`src/rtl/uart_irq_pkg.sv`:
```
package uart_irq_pkg;
  localparam int SRC_N  = 4;
  localparam int CODE_W = 3;
  localparam int DATA_W = 8;

  localparam int SRC_LINE = 0;
  localparam int SRC_RX   = 1;
  localparam int SRC_TX   = 2;
  localparam int SRC_MDM  = 3;

  localparam logic [CODE_W-1:0] CODE_NONE = 3'd0;
  localparam logic [CODE_W-1:0] CODE_LINE = 3'd1;
  localparam logic [CODE_W-1:0] CODE_RX   = 3'd2;
  localparam logic [CODE_W-1:0] CODE_TX   = 3'd3;
  localparam logic [CODE_W-1:0] CODE_MDM  = 3'd4;
  localparam logic [CODE_W-1:0] CODE_TMR  = 3'd7;
endpackage

```
`src/rtl/uart_irq_chan.sv`:
```
module uart_irq_chan
  import uart_irq_pkg::*;
(
  input  logic              clk_i,
  input  logic              rst_ni,
  input  logic [SRC_N-1:0]  set_i,
  input  logic              isr_rd_i,
  input  logic              lsr_rd_i,
  input  logic              msr_rd_i,
  input  logic              tmr_pend_i,
  output logic [CODE_W-1:0] code_o,
  output logic              pend_o
);

  logic [SRC_N-1:0] flg_q;
  logic [SRC_N-1:0] clr;

  always_comb begin
    if      (flg_q[SRC_LINE]) code_o = CODE_LINE;
    else if (flg_q[SRC_RX])   code_o = CODE_RX;
    else if (flg_q[SRC_TX])   code_o = CODE_TX;
    else if (flg_q[SRC_MDM])  code_o = CODE_MDM;
    else if (tmr_pend_i)      code_o = CODE_TMR;
    else                      code_o = CODE_NONE;
  end

  assign pend_o = (code_o != CODE_NONE);

  // a read only retires the source it reports
  always_comb begin
    clr = '0;
    case (code_o)
      CODE_LINE: clr[SRC_LINE] = lsr_rd_i;
      CODE_RX:   clr[SRC_RX]   = isr_rd_i;
      CODE_TX:   clr[SRC_TX]   = isr_rd_i;
      CODE_MDM:  clr[SRC_MDM]  = msr_rd_i;
      default:   clr = '0;
    endcase
  end

  always_ff @(posedge clk_i or negedge rst_ni) begin
    if (!rst_ni) flg_q <= '0;
    else         flg_q <= (flg_q & ~clr) | set_i;
  end

endmodule

```
`src/rtl/uart_irq_regs.sv`:
```
module uart_irq_regs
  import uart_irq_pkg::*;
#(
  parameter int NUM_CH = 8,
  parameter int NREG   = 3,
  parameter int ADDR_W = 3
) (
  input  logic                     clk_i,
  input  logic                     rst_ni,
  input  logic                     rd_en_i,
  input  logic [ADDR_W-1:0]        rd_addr_i,
  input  logic                     tmr_evt_i,
  input  logic [NUM_CH-1:0]        sum_i,
  input  logic [NUM_CH*CODE_W-1:0] codes_i,
  output logic [DATA_W-1:0]        rd_data_o,
  output logic                     tmr_pend_o
);

  localparam int CODE_BITS = NUM_CH * CODE_W;
  localparam int TMR_ADDR  = NREG + 1;

  logic                     tmr_q;
  logic                     tmr_hit;
  logic [NREG*DATA_W-1:0]   codes_pad;

  assign tmr_hit    = rd_en_i && (rd_addr_i == ADDR_W'(TMR_ADDR));
  assign tmr_pend_o = tmr_q;

  // event wins over a coincident clearing read
  always_ff @(posedge clk_i or negedge rst_ni) begin
    if (!rst_ni)        tmr_q <= 1'b0;
    else if (tmr_evt_i) tmr_q <= 1'b1;
    else if (tmr_hit)   tmr_q <= 1'b0;
  end

  always_comb begin
    codes_pad = '0;
    codes_pad[CODE_BITS-1:0] = codes_i;
  end

  always_comb begin
    rd_data_o = '0;
    if (rd_addr_i == '0) rd_data_o[NUM_CH-1:0] = sum_i;
    for (int r = 0; r < NREG; r++) begin
      if (rd_addr_i == ADDR_W'(r + 1)) rd_data_o = codes_pad[r*DATA_W +: DATA_W];
    end
    if (rd_addr_i == ADDR_W'(TMR_ADDR)) rd_data_o[0] = tmr_q;
  end

endmodule

```
`src/rtl/uart_irq_agg.sv`:
```
module uart_irq_agg
  import uart_irq_pkg::*;
#(
  parameter  int NUM_CH = 8,
  localparam int NREG   = (NUM_CH * CODE_W + DATA_W - 1) / DATA_W,
  localparam int ADDR_W = $clog2(NREG + 2)
) (
  input  logic                    clk_i,
  input  logic                    rst_ni,
  input  logic [NUM_CH*SRC_N-1:0] src_set_i,
  input  logic [NUM_CH-1:0]       isr_rd_i,
  input  logic [NUM_CH-1:0]       lsr_rd_i,
  input  logic [NUM_CH-1:0]       msr_rd_i,
  input  logic                    tmr_evt_i,
  input  logic                    rd_en_i,
  input  logic [ADDR_W-1:0]       rd_addr_i,
  output logic [DATA_W-1:0]       rd_data_o,
  output logic                    irq_o
);

  localparam int TMR_ADDR = NREG + 1;

  logic [NUM_CH-1:0]        sum_w;
  logic [NUM_CH*CODE_W-1:0] codes_w;
  logic                     tmr_pend;

  for (genvar c = 0; c < NUM_CH; c++) begin : g_ch
    uart_irq_chan u_chan (
      .clk_i      (clk_i),
      .rst_ni     (rst_ni),
      .set_i      (src_set_i[c*SRC_N +: SRC_N]),
      .isr_rd_i   (isr_rd_i[c]),
      .lsr_rd_i   (lsr_rd_i[c]),
      .msr_rd_i   (msr_rd_i[c]),
      .tmr_pend_i ((c == 0) ? tmr_pend : 1'b0),
      .code_o     (codes_w[c*CODE_W +: CODE_W]),
      .pend_o     (sum_w[c])
    );
  end

  uart_irq_regs #(
    .NUM_CH (NUM_CH),
    .NREG   (NREG),
    .ADDR_W (ADDR_W)
  ) u_regs (
    .clk_i      (clk_i),
    .rst_ni     (rst_ni),
    .rd_en_i    (rd_en_i),
    .rd_addr_i  (rd_addr_i),
    .tmr_evt_i  (tmr_evt_i),
    .sum_i      (sum_w),
    .codes_i    (codes_w),
    .rd_data_o  (rd_data_o),
    .tmr_pend_o (tmr_pend)
  );

  assign irq_o = |sum_w;

endmodule

```
`config.mk`:
```
export PLATFORM = sky130hd
export DESIGN_NAME = uart_irq_agg
export DESIGN_NICKNAME = d
export VERILOG_FILES = /design/src/rtl/uart_irq_pkg.sv /design/src/rtl/uart_irq_chan.sv /design/src/rtl/uart_irq_regs.sv /design/src/rtl/uart_irq_agg.sv
export SDC_FILE = /design/constraint.sdc
export NUM_CORES = 1
export LEC_CHECK = 0
export BUFFER_PORTS_ARGS = -buffer_cell sky130_fd_sc_hd__buf_2
export CORE_UTILIZATION = 41
export CTS_CLUSTER_SIZE = 25
export DETAILED_ROUTE_END_ITERATION = 8
export GPL_ROUTABILITY_DRIVEN = 0
export PLACE_DENSITY = 0.81
export SLEW_MARGIN = 0
export SYNTH_ARGS = -nofsm -noshare
export SYNTH_HDL_FRONTEND = slang
export SYNTH_SLANG_ARGS = --single-unit
```
`constraint.sdc`:
```
create_clock -name clk_i -period 1.3 [get_ports clk_i]
set_clock_uncertainty 0.05 [all_clocks]
set_input_delay 0.13 -clock clk_i [delete_from_list [all_inputs] [get_ports clk_i]]
set_output_delay 0.13 -clock clk_i [all_outputs]
set_load 0.01 [all_outputs]
```
==> results.md <==
- Outcome: finished with violations
- Failing checks: negative hold slack, negative setup slack
- Sequential area share after synthesis: 0.4698
- CTS Buf Count: 5
- Layout cell share with drive strength beyond 1: 0.5495
- Max Cap Viol: 0
- CP Launch Point: g_ch[3].u_chan.flg_q[0]
- TritonCTS clock tree: yes
- First-pass GRT wire length: 11050 um
- Count leader, synth: dfrtp_1
- Main synth FF type: dfrtp_1
- Final-report max-slew violation count: 0
- Unrepaired setup endpoints after global routing: true
- Core area: 4058 sq um
- Vias per Instance: 5.867
- Residual DRC: 0
- HP Class: input port to flip-flop
- Layout area overhead: 96.94%
- Cell taking the most area after synthesis: dfrtp_1
- Std-Cell Rows: 23
- Crit path launch type: flip-flop
- Synth area leaders: dfrtp_1 47%, a21o_1 10%, nand2b_1 5.7%
- Total power: 0.002629 W
- Clock latency on the worst-skew pair: 0.29 ns
- Critical path arrival: 1.89 ns
- Initial Util: 0.4332
- Hold WS: -0.002855 ns
- Max Freq: 484.2 MHz
- Synth Cell Area: 1758 sq um
- Fillers: 207
- Minimum clock period: 2.065 ns
- Slew at the pin closest to its max-slew limit: 0.4043 ns
- Die area: 4554 sq um
- Post-Route Utilization: 0.8532
- Final worst slack: -0.7654 ns
- Yosys reg bits: 33
- Worst Path Max Fanout: 4
- Yosys top cell area share: 0.4698
- Largest net degree at the start of global routing: 19
- Post-DRT Antenna Nets: 0
- DR iter-0 viols: 249
- Final Hold Fails: 1
- CP endpoint kind: output pin
- Reg2Reg Launch Point: g_ch[1].u_chan.flg_q[1]
- DIE HEIGHT: 67.48 um
- Mean Syn Cell Area: 9.252 sq um
- Die width: 67.48 um
- Multi-input logic area: 1165 sq um
- Antenna violations before repair: 0
- Clk buf depth: 2
- Synth cell count leaders: 33 x dfrtp_1, 24 x a21o_1, 16 x nand2b_1, 16 x o21ai_0, 15 x nor2_1
- Setup WS pre-CTS: -0.3887 ns
- Clk slew on worst S/H paths: 0.07 ns
- Routed WL: 8278 um
- Pwr Density: 759.3 nW/um^2
- Leakage: 1.569 nW
- YS warnings: 0
- NumNets Final: 426
- Clk sinks: 33
- GR Util All Layers: 0.3384
- HP Start: src_set_i[12]
- Max-slew headroom: 0.7305
- Diodes inserted: 0
- Gate Count Post-Synth: 190
- IO Pins: 72
- Sequential cell area: 832.0 sq um
- Final setup fails: 13
- Crit Path Class: flip-flop to output pin
- WL per Instance: 20.00 um
- Detailed Place HPWL: 4088 um
- Gr ovfl total: 0
- Worst vdd ir: 0.0006808 V
- Vias in the first global route: 2359
- DRT Pass-1 Iters: 6
- Root Buffer Master: clkbuf_8
- Total number of vias: 2429
- Synth Net Count: 253
- Final Cycle Share: 1.589
- Synth cell types: 37
- Post-synth EDFFs: 0
- Critical Path RT: 1.12 ns
- H-tree levels: 2
- Async set-or-reset flop fraction in the synthesized netlist: 1.000
- Port buffer count: 71
-- through the flow --
stage / cell area, sq um / hold WS (ns) / std cells / setup TNS [ns]
2_1_floorplan: 1805 / -0.2156 / 190 / -0.1637
3_3_place_gp: 2628 / 0.01551 / 362 / -1.782
3_5_place_dp: 2628 / 0.02547 / 362 / -2.193
4_1_cts: 3358 / 0.004497 / 418 / -4.745
5_1_grt: 3462 / 0.02152 / 414 / -5.541
6_report: 3462 / -0.002855 / 414 / -5.115
-- sequential cells by signal, summed over array words and instances, names as in the netlist --
signal,flops
u_regs.tmr_pend_o,1
g_ch.u_chan.flg_q,32
-- layout by cell type (no fill, tap or decap), types with 9 or more instances in the layout --
master,Yosys,layout
nand2b_1,16,16
dfrtp_1,33,28
buf_2,2,70
a21o_1,24,24
nor2_1,15,12
dlygate4sd3_1,0,33
buf_6,0,14
inv_1,12,11
o21ai_0,16,9
buf_4,1,52
-- what timing repair did --
item	CTS	global route
resized for setup	42	42
setup endpoints to repair	12	16
gates cloned	0	0
hold endpoints to repair	47	0
pin swaps	24	18
setup buffers	17	8
hold buffers	33	0
-- area by class of cell --
cell class | instances | area share
clock inverter | 1 | 0.001446
timing repair buffer | 170 | 0.3607
inverter | 14 | 0.01518
sequential | 33 | 0.2403
clock buffer | 7 | 0.02783
tap | 50 | 0.01807
multi-input combinational | 139 | 0.3365
-- critical path: stages, from the launching register on --
cell	delay, ns
dfrtp_1	0.44
nor3_2	0.29
nor2b_1	0.09
or4_4	0.51
o311ai_4	0.09
buf_2	0.17
-- cell families after synthesis --
| family | Yosys count | synth area share |
|---|---|---|
| AND/OR/NAND/NOR | 76 | 0.2420 |
| AO/OA/AOI/OAI | 62 | 0.2399 |
| multiplexers | 1 | 0.006405 |
| buffers and inverters | 18 | 0.04199 |
| flip-flops | 33 | 0.4697 |
-- metal layers --
metal,global-route usage,vias up,part of all wire
met5,0,-,0
met4,0.1622,0,0.060
met3,0.06926,66,0.093
met2,0.5755,197,0.49
met1,0.4039,1135,0.35
li1,-,1031,-
-- power by group --
group          switching (W)  internal [W]
clock               0.000384      0.000478
sequential         0.0000538       0.00107
combinational       0.000297      0.000348
-- worst paths after layout --
check | cells after the start | slack, ns | endpoint
worst min register to register | 1 | 0.46 | g_ch[3].u_chan.flg_q[3]
worst min-delay path | 2 | -0.003 | g_ch[3].u_chan.flg_q[0]
worst max register to register | 6 | -0.02 | g_ch[1].u_chan.flg_q[3]
max in group asynchronous | 3 | 0.50 | g_ch[7].u_chan.flg_q[2]
min in group asynchronous | 2 | 0.24 | g_ch[1].u_chan.flg_q[2]
worst max-delay path | 5 | -0.77 | rd_data_o[3]
(Power assumes the default switching activity.)
